**config.mk**
```make
export PLATFORM = sky130hd
export DESIGN_NAME = cfg_wire_tx
export DESIGN_NICKNAME = d
export VERILOG_FILES = /design/src/rtl/cfgw_pkg.sv /design/src/rtl/cfgw_tick.sv /design/src/rtl/cfgw_word.sv /design/src/rtl/cfgw_phase.sv /design/src/rtl/cfg_wire_tx.sv
export SDC_FILE = /design/constraint.sdc
export NUM_CORES = 1
export LEC_CHECK = 0
export ABC_AREA = 1
export BUFFER_PORTS_ARGS = -buffer_cell sky130_fd_sc_hd__buf_2
export CAP_MARGIN = 20
export CORE_ASPECT_RATIO = 0.8
export CORE_MARGIN = 3
export CORE_UTILIZATION = 30
export DETAILED_ROUTE_END_ITERATION = 8
export PLACE_DENSITY = 0.51
export SLEW_MARGIN = 20
export SYNTH_ARGS = -nofsm -noshare
export SYNTH_HDL_FRONTEND = slang
export SYNTH_HIERARCHICAL = 1
export SYNTH_SLANG_ARGS = --single-unit
```
**constraint.sdc**
```tcl
create_clock -name clk -period 2.4 [get_ports clk]
set_input_delay 0.36 -clock clk [delete_from_list [all_inputs] [get_ports clk]]
set_output_delay 0.36 -clock clk [all_outputs]
set_load 0.05 [all_outputs]
```
**src/rtl/cfgw_pkg.sv**
```systemverilog
package cfgw_pkg;

  typedef enum logic [2:0] {
    PH_IDLE  = 3'd0,
    PH_SETUP = 3'd1,
    PH_GAP   = 3'd2,
    PH_DHI   = 3'd3,
    PH_DLO   = 3'd4
  } phase_e;

  function automatic int max2(input int a, input int b);
    return (a > b) ? a : b;
  endfunction

endpackage

```
**src/rtl/cfgw_tick.sv**
```systemverilog
module cfgw_tick #(
  parameter int CLKS_PER_US = 250
) (
  input  logic clk,
  input  logic rst_n,
  input  logic clr,
  input  logic en,
  output logic tick
);
  localparam int PW = (CLKS_PER_US > 1) ? $clog2(CLKS_PER_US) : 1;
  localparam logic [PW-1:0] PRE_LAST = PW'(CLKS_PER_US - 1);

  logic [PW-1:0] pre_q;

  assign tick = en && !clr && (pre_q == PRE_LAST);

  always_ff @(posedge clk or negedge rst_n) begin
    if (!rst_n) begin
      pre_q <= '0;
    end else if (clr || !en || tick) begin
      pre_q <= '0;
    end else begin
      pre_q <= pre_q + 1'b1;
    end
  end

  generate
    if (CLKS_PER_US > 1) begin : g_gap
      AST_TICK_SPACING: assert property (@(posedge clk) disable iff (!rst_n)
        tick |=> !tick);
    end
  endgenerate

endmodule

```
**src/rtl/cfgw_word.sv**
```systemverilog
module cfgw_word #(
  parameter int WORD_W = 6
) (
  input  logic              clk,
  input  logic              rst_n,
  input  logic              load,
  input  logic [WORD_W-1:0] data,
  input  logic              adv,
  output logic              cur_bit,
  output logic              last_bit
);
  localparam int IW = (WORD_W > 1) ? $clog2(WORD_W) : 1;
  localparam logic [IW-1:0] IDX_LAST = IW'(WORD_W - 1);

  logic [WORD_W-1:0] sh_q;
  logic [IW-1:0]     idx_q;

  always_ff @(posedge clk or negedge rst_n) begin
    if (!rst_n) begin
      sh_q  <= '0;
      idx_q <= '0;
    end else if (load) begin
      sh_q  <= data;
      idx_q <= '0;
    end else if (adv) begin
      sh_q  <= sh_q >> 1;
      idx_q <= idx_q + 1'b1;
    end
  end

  assign cur_bit  = sh_q[0];
  assign last_bit = (idx_q == IDX_LAST);

  AST_IDX_RANGE: assert property (@(posedge clk) disable iff (!rst_n)
    idx_q <= IDX_LAST);
  AST_ADV_NOT_PAST_END: assert property (@(posedge clk) disable iff (!rst_n)
    adv |-> !last_bit);

endmodule

```
**src/rtl/cfgw_phase.sv**
```systemverilog
module cfgw_phase
  import cfgw_pkg::*;
#(
  parameter int T_SETUP = 50,
  parameter int T_GAP   = 5,
  parameter int T_ONE   = 200,
  parameter int T_ZHI   = 50,
  parameter int T_ZLO   = 150,
  parameter int T_TAIL  = 5
) (
  input  logic clk,
  input  logic rst_n,
  input  logic start,
  input  logic tick,
  input  logic cur_bit,
  input  logic last_bit,
  output logic adv,
  output logic busy,
  output logic done,
  output logic line
);
  localparam int DMAX = max2(max2(max2(T_SETUP, T_GAP), max2(T_ONE, T_ZHI)),
                             max2(T_ZLO, T_TAIL));
  localparam int CW = $clog2(DMAX + 1);
  localparam logic [CW-1:0] L_SETUP = CW'(T_SETUP - 1);
  localparam logic [CW-1:0] L_GAP   = CW'(T_GAP - 1);
  localparam logic [CW-1:0] L_ONE   = CW'(T_ONE - 1);
  localparam logic [CW-1:0] L_ZHI   = CW'(T_ZHI - 1);
  localparam logic [CW-1:0] L_ZLO   = CW'(T_ZLO - 1);
  localparam logic [CW-1:0] L_TAIL  = CW'(T_TAIL - 1);

  phase_e        ph_q, ph_n;
  logic [CW-1:0] cnt_q;
  logic [CW-1:0] lim;
  logic          ph_end;
  logic          fin;
  logic          line_q, done_q;

  always_comb begin
    unique case (ph_q)
      PH_SETUP: lim = L_SETUP;
      PH_GAP:   lim = L_GAP;
      PH_DHI:   lim = cur_bit ? L_ONE : L_ZHI;
      PH_DLO:   lim = cur_bit ? L_TAIL : L_ZLO;
      default:  lim = '0;
    endcase
  end

  assign ph_end = tick && (ph_q != PH_IDLE) && (cnt_q == lim);
  assign adv    = (ph_q == PH_DLO) && ph_end && !last_bit;
  assign fin    = (ph_q == PH_DLO) && ph_end && last_bit;

  always_comb begin
    ph_n = ph_q;
    unique case (ph_q)
      PH_IDLE:  if (start)  ph_n = PH_SETUP;
      PH_SETUP: if (ph_end) ph_n = PH_GAP;
      PH_GAP:   if (ph_end) ph_n = PH_DHI;
      PH_DHI:   if (ph_end) ph_n = PH_DLO;
      PH_DLO:   if (ph_end) ph_n = last_bit ? PH_IDLE : PH_SETUP;
      default:  ph_n = PH_IDLE;
    endcase
  end

  always_ff @(posedge clk or negedge rst_n) begin
    if (!rst_n) begin
      ph_q   <= PH_IDLE;
      cnt_q  <= '0;
      line_q <= 1'b0;
      done_q <= 1'b0;
    end else begin
      ph_q   <= ph_n;
      line_q <= (ph_n == PH_SETUP) || (ph_n == PH_DHI);
      done_q <= fin;
      if (start || ph_end) begin
        cnt_q <= '0;
      end else if (tick) begin
        cnt_q <= cnt_q + 1'b1;
      end
    end
  end

  assign busy = (ph_q != PH_IDLE);
  assign done = done_q;
  assign line = line_q;

  AST_LINE_MOVES_ON_TICK: assert property (@(posedge clk) disable iff (!rst_n)
    !$stable(line_q) |-> ($past(tick) || $past(start)));
  AST_DONE_SINGLE: assert property (@(posedge clk) disable iff (!rst_n)
    done_q |=> !done_q);
  AST_DONE_LINE_LOW: assert property (@(posedge clk) disable iff (!rst_n)
    done_q |-> (!line_q && !busy));
  AST_START_ONLY_IDLE: assert property (@(posedge clk) disable iff (!rst_n)
    start |-> (ph_q == PH_IDLE));

endmodule

```
**src/rtl/cfg_wire_tx.sv**
```systemverilog
module cfg_wire_tx #(
  parameter int WORD_W      = 6,
  parameter int CLKS_PER_US = 250,
  parameter int T_SETUP     = 50,
  parameter int T_GAP       = 5,
  parameter int T_ONE       = 200,
  parameter int T_ZHI       = 50,
  parameter int T_ZLO       = 150,
  parameter int T_TAIL      = 5
) (
  input  logic              clk,
  input  logic              rst_n,
  input  logic              word_valid,
  output logic              word_ready,
  input  logic [WORD_W-1:0] word_data,
  output logic              busy,
  output logic              done,
  output logic              line_out
);
  logic accept;
  logic tick;
  logic cur_bit, last_bit, adv;
  logic busy_w;

  assign word_ready = !busy_w;
  assign accept     = word_valid && !busy_w;
  assign busy       = busy_w;

  cfgw_tick #(.CLKS_PER_US(CLKS_PER_US)) u_tick (
    .clk  (clk),
    .rst_n(rst_n),
    .clr  (accept),
    .en   (busy_w),
    .tick (tick)
  );

  cfgw_word #(.WORD_W(WORD_W)) u_word (
    .clk     (clk),
    .rst_n   (rst_n),
    .load    (accept),
    .data    (word_data),
    .adv     (adv),
    .cur_bit (cur_bit),
    .last_bit(last_bit)
  );

  cfgw_phase #(
    .T_SETUP(T_SETUP), .T_GAP(T_GAP), .T_ONE(T_ONE),
    .T_ZHI(T_ZHI), .T_ZLO(T_ZLO), .T_TAIL(T_TAIL)
  ) u_phase (
    .clk     (clk),
    .rst_n   (rst_n),
    .start   (accept),
    .tick    (tick),
    .cur_bit (cur_bit),
    .last_bit(last_bit),
    .adv     (adv),
    .busy    (busy_w),
    .done    (done),
    .line    (line_out)
  );

  AST_BUSY_AFTER_ACCEPT: assert property (@(posedge clk) disable iff (!rst_n)
    accept |=> (busy && line_out && !word_ready));

endmodule

```
# Word level (Yosys, flattened, before mapping)
# Cells that the tools add are included.
op_classes:
  n_mux: 17
  magnitude_cmp: 0
  n_div: 0
  n_shift: 0
  n_reduce_logical: 19
  n_eq_ne: 9
  n_mul: 0
  addsub: 3
  bitwise: 0
ops:
  columns: ["operator", "n"]
  rows:
  - ["$mux W8", 5]
  - ["$pmux W8 S4", 1]
  - ["$mux W3", 7]
  - ["$add A8 B1 Y8 const B", 2]
  - ["$pmux W3 S5", 1]
  - ["$mux W6", 2]
  - ["$eq A3 B2 Y1 const B", 3]
  - ["$eq A8 B8 Y1", 1]
  - ["$eq A8 B8 Y1 const B", 1]
  - ["$logic_and A1 B1 Y1", 8]
  - ["$eq A3 B1 Y1 const B", 2]
  - ["$eq A3 B3 Y1 const B", 2]
  - ["$logic_or A1 B1 Y1", 4]
  - ["$reduce_bool A2 Y1", 2]
  - ["$add A3 B1 Y3 const B", 1]
  - ["$logic_not A1 Y1", 3]
  - ["$logic_not A3 Y1", 1]
  - ["$reduce_bool A3 Y1", 1]
  - ["$mux W1", 1]
totals:
  latchBits: 0
  memories: 0
  mem_bits_ro: 0
  regBits: 30
  output_inout_bits: 4
  wordCells: 55
  mem_bits_rw: 0

# Depth between registers and ports, before layout
depth:
  word_depth: 12
  depth_mapped: 20

# Hierarchy
# Netlist, hierarchy kept.
modules_own_cells:
  columns: ["module", "area_each_um2", "cells_each", "seq_area_each_um2", "n_inst"]
  rows:
  - ["cfgw_phase", 854.6, 125, 325.3, 1]
  - ["cfgw_word", 498.0, 62, 225.2, 1]
  - ["cfgw_tick", 436.7, 52, 200.2, 1]
  - ["cfg_wire_tx", 13.8, 3, 0.0, 1]

# Least setup slack after synthesis
# No wires, ideal clock.
synth_path:
  path_type: "register to register"
  start: "reg u_phase.ph_q[2]"
  end: "reg u_word.idx_q[0]"
  slack_ns: -0.287
  required_ns: 2.280
  setup_time_ns: 0.120
  path_stages_with_launch: 17
  arrival_time_ns: 2.568
  synth_period_minus_slack_ns: 2.687
  path_buffers: 2
  cell_sequence: "dfrtp_1 inv_1 nand2_1 inv_1 nor3_2 nand2_1 a21oi_1 nand2_1 nor2_1 nand2_1 nor2_1 nand3_1 buf_4 nor3_1 buf_6 xnor2_1 nor2_1"
synth_via:
  elab_chain_cells: 11
synth_lines:
  columns: ["element", "line", "text"]
  rows:
  - ["start, declared", "cfgw_phase.sv:32", "phase_e ph_q, ph_n;"]
  - ["start signal, assigned", "cfgw_phase.sv:72", "ph_q <= ph_n;"]
  - ["$reduce_bool A3 Y1 *", "cfgw_phase.sv:83", "assign busy = (ph_q != PH_IDLE);"]
  - ["via busy", "cfg_wire_tx.sv:16", "output logic busy,"]
  - ["$logic_not A1 Y1", "cfg_wire_tx.sv:26", "assign accept = word_valid && !busy_w;"]
  - ["$logic_and A1 B1 Y1", "cfg_wire_tx.sv:26", null]
  - ["$logic_not A1 Y1", "cfgw_tick.sv:15", "assign tick = en && !clr && (pre_q == PRE_LAST);"]
  - ["$logic_and A1 B1 Y1 * (2 in series)", "cfgw_tick.sv:15", null]
  - ["via tick", "cfg_wire_tx.sv:21", "logic tick;"]
  - ["$logic_and A1 B1 Y1 * (2 in series)", "cfgw_phase.sv:49", "assign ph_end = tick && (ph_q != PH_IDLE) && (cnt_q == lim);"]
  - ["$logic_and A1 B1 Y1 * (2 in series)", "cfgw_phase.sv:50", "assign adv = (ph_q == PH_DLO) && ph_end && !last_bit;"]
  - ["via adv", "cfg_wire_tx.sv:22", "logic cur_bit, last_bit, adv;"]
  - ["$reduce_bool A2 Y1 (no source line) *", null, null]
  - ["end signal, assigned", "cfgw_word.sv:27", "idx_q <= idx_q + 1'b1;"]
  - ["end, declared", "cfgw_word.sv:16", "logic [IW-1:0] idx_q;"]
# Mark *: on every way through the listed nets, which the timed path passes. The rest lies on a longest branch.
# A chain may end at the register's enable or synchronous reset.

# Final worst setup path
layout_path:
  start: "reg u_tick.pre_q[1]"
  end: "reg u_word.sh_q[1]"
layout_via:
  elab_chain_cells: 7
layout_lines:
  columns: ["element", "line", "text"]
  rows:
  - ["start, declared", "cfgw_tick.sv:13", "logic [PW-1:0] pre_q;"]
  - ["start signal, assigned", "cfgw_tick.sv:23", "pre_q <= pre_q + 1'b1;"]
  - ["$eq A8 B8 Y1", "cfgw_tick.sv:15", null]
  - ["$logic_and A1 B1 Y1", "cfgw_tick.sv:15", null]
  - ["via tick", "cfg_wire_tx.sv:21", null]
  - ["$logic_and A1 B1 Y1 (2 in series)", "cfgw_phase.sv:49", null]
  - ["$logic_and A1 B1 Y1 (2 in series)", "cfgw_phase.sv:50", null]
  - ["via adv", "cfg_wire_tx.sv:22", null]
  - ["$reduce_bool A2 Y1 (no source line)", null, null]
  - ["end signal, assigned", "cfgw_word.sv:23", "sh_q <= data;"]
  - ["end signal, assigned", "cfgw_word.sv:26", "sh_q <= sh_q >> 1;"]
  - ["end, declared", "cfgw_word.sv:15", "logic [WORD_W-1:0] sh_q;"]
# The timed path passes the listed nets, and every way through them passes these cells.

==> summary.md <==
| Metric | Value |
|---|---|
| F_max | 425.9 MHz |
| Sequential cell area | roughly 750 um^2 |
| WL met2 | ~1.6 mm |
| Post-Route WL | between 3 and 4 mm |
| Layout fillers | 614 |
| Final Core Density | 0.3850 |
| Max Cap Viol | 0 |
| Worst-path fanout max | 6 |
| Clk_skew | 0.003670 ns |
| Tot GR Track Use | 0.1128 |
| I/O Buffers | 12 |
| RSZ-0062 raised after global routing | true |
| RR Startpoint | u_tick/pre_q[1] |
| M1 WL | a little under 2 mm |
| Gpl congestion | approximately 0.83 |
| Yosys top cell area share | 0.4164 |
| Distinct cells, synth | 27 |
| DRC Markers | 0 |
| TNS Setup | 0 ns |
| Power density over the cells | approximately 440 nW/um^2 |
| Largest stage delay on the critical path | roughly 0.40 ns |
| Die ar. | between 6000 and 7000 um^2 |
| Number of flops mapped to enable cells by yosys | 0 |
| Fin nets | around 280 |
| Syn avg cell area | approximately 7.5 um^2 |
| CP cell instances | inv_2 -> ha_4 -> inv_2 -> nor2_2 -> nand3_2 -> nor3_4 -> nand2_1 -> a21oi_2 -> nand2_1 -> nor2_1 -> nand2_1 -> nor2_1 -> nand3_1 -> nor3_2 -> buf_6 -> nor2_8 -> nand2_1 -> nand3_1 |
| Fin area | roughly 2200 um^2 |
| Post-route ant nets | 0 |
| Initial antenna violation count | 0 |
| Status | completed |
| Kind of cell adding the most delay to the critical path | simple AND/OR/NAND/NOR gates |
| Initial Utilization | 0.3211 |
| Clock transition at path regs | about 0.06 ns |
| Register area share after synthesis | 0.4164 |
| Worst rel slew slack | 0.5506 |
| Pleak | between 1 and 1.5 nW |
| Max-slew violations | 0 |
| Post-Syn Area | around 1800 um^2 |
| Worst Reg-to-Reg Cells | 18 |
| Area delta synth->final | 19.92% |
| Initial DRC count | 46 |
| Vias per cell | 4.324 |
| Max Used Layer | met4 |
| Synth Instances | 242 |
| YS warnings | 6 |
| Final count of hold timing violations | 0 |
| DP HPWL | 2.762 mm |
| Max VDD drop | around 0.00019 V |
| Vias in the first global route | 1293 |
| Die Wd | between 90 and 100 um |
| Crit. End Element | flop |
| Placed inst area | around 2000 um^2 |
| TritonCTS Buffers | 5 |
| Crit. path cell count | 18 |
| Max Buffers Root-to-Sink | 2 |
| Slowest CP cell | dfrtp_1 |
| Leading area contributor after synthesis | dfrtp_1 |
| Critical path launch point type | flop |
| Worst slew pin tran | a little under 0.7 ns |
| Critical path class | reg2reg |
| Yosys reg bits | 30 |
| Ys flop type | dfrtp_1 |
| CORE AREA | 5615 um^2 |
| Total congestion overflow | 0 |
| Final setup viols | 0 |
| DR pass1 iterations | 4 |
| Clk_lat worst skew | approximately 0.28 ns |
| Most frequent CP cell | nand2_1 |
| Worst Path Required | 2.56 ns |
| Ant diodes | 0 |
| Min Tclk post-route | around 2.3 ns |
| Reg2Reg Setup Slack | 0.05 ns |
| Clock Root Buffer | clkbuf_8 |
| R2R Path End | u_word/sh_q[1] |
| Layout cell share with drive strength beyond 1 | 0.2463 |
| Routed wl met3 | 193 um |
| Clk sinks | 30 |
| Net Count, Synth | about 260 |
| Worst path bufs/invs | 3 |
| FFs w/ async S/R, synth | 1.000 |
| CTS tree | built |
| Footprint of the multi-input gates | just under 1000 um^2 |
| Rows | 24 |
| Hold/Removal Path Class | in2async |
| Die extent in y | approximately 75 um |
| Synth top area cells | dfrtp_1 42%, nand2_1 17%, nand3_1 6.4% |
| Ports | 13 |
| Global-route wire length before repair | ~6.2 mm |
| Vias | around 1500 |
| Final period utilization | 0.9783 |
| Largest net degree at the start of global routing | 31 |
| Htree depth | 2 |
| Worst EP arrival | approximately 2.5 ns |
| Post-DR wirelength/cell | between 10 and 15 um |
area by class of cell:
cell class	instances	area share
multi-input cells	177	0.4485
flip-flops and latches	30	0.3478
repair buffers	22	0.06308
inverters	32	0.05903
well taps	78	0.04514
clock buffers	5	0.03183
clock inverters	2	0.004630
synthesized netlist by cell type (2+ instances only):
cell type / n
nand3_1: 23
dfrtp_1: 30
a21oi_1: 2
nand2_2: 3
ha_1: 5
xnor2_1: 2
inv_1: 30
nor2_2: 3
nand2_1: 82
nor3_1: 3
nand3_2: 2
nand4_1: 2
a21oi_2: 3
nor2_1: 30
xor2_1: 7
nand2_4: 2
o21ai_0: 2
buf_6: 2
layer usage:
metal  up-vias  global-route usage
met2        26              0.1616
met1       671              0.1708
met5         -                   0
met3         2             0.02665
li1        797                   -
met4         0             0.02927
flip-flops by register name, summed over array words and instances (netlist names):
signal and cells:
u_phase/cnt_q 8, u_phase/done 1, u_phase/line 1, u_phase/ph_q 3, u_tick/pre_q 8, u_word/idx_q 3
u_word/sh_q 6
kinds of logic after synthesis:
group	count (synthesis)	share of synthesized area
compound gates	9	0.03262
xor+xnor	9	0.04372
flops	30	0.4164
fa+ha+maj	5	0.03470
simple gates	154	0.3865
buf+inv	35	0.08605
repair_timing:
action                                  in CTS  in global routing
endpoints found under the hold margin        0                  0
buffers inserted                             0                  3
endpoints found under the setup margin       0                 11
hold buffers                                 0                  0
resized for setup                            0                 23
worst max path at each step:
stage	to	slack (ns)	from
after floorplan	u_word/idx_q[0]	0.006	u_phase/ph_q[2]
after global placement	u_word/sh_q[0]	0.14	u_tick/pre_q[1]
after detailed placement	u_word/sh_q[0]	0.13	u_tick/pre_q[1]
after CTS	u_word/sh_q[0]	0.09	u_tick/pre_q[1]
after global routing	u_word/idx_q[0]	-0.16	u_tick/pre_q[1]
final	u_word/sh_q[1]	0.05	u_tick/pre_q[1]
power by group:
| part | total, W | switching (W) | leakage (nW) | internal (W) |
|---|---|---|---|---|
| clock network | 0.000381 | 0.000187 | 0.0438 | 0.000194 |
| logic | 0.0000440 | 0.0000276 | 0.692 | 0.0000164 |
| registers | 0.000523 | 0.00000742 | 0.372 | 0.000515 |
| total | 0.000948 | 0.000222 | 1.11 | 0.000726 |
layout by cell type (no fill, tap or decap), types with 2 or more instances in the layout:
cell type	Yosys	routed
dfrtp_1	30	29
inv_2	1	3
clkbuf_8	0	5
a21oi_2	3	4
nand2_2	3	9
nand2_4	2	4
nand3_1	23	22
buf_4	1	8
nor3_1	3	2
nor2_1	30	29
nand2_1	82	74
buf_2	0	13
ha_1	5	4
nor2_2	3	4
nand3_2	2	3
o21ai_0	2	2
clkinv_2	0	2
xor2_1	7	7
inv_1	30	27
nand4_1	2	2
stage by stage:
stage                     hold WS [ns]  total power [W]  worst slack (ns)  std cells
after floorplan                0.06441        0.0005526          0.006128        242
after global placement          0.4561        0.0005754            0.1370        335
after detailed placement        0.4479        0.0005755            0.1259        335
after CTS                       0.1461        0.0009648           0.09186        342
after global routing            0.1717         0.001002           -0.1607        346
final                           0.1171        0.0009477           0.05217        346
No activity file was read; power rests on OpenSTA's default activity.
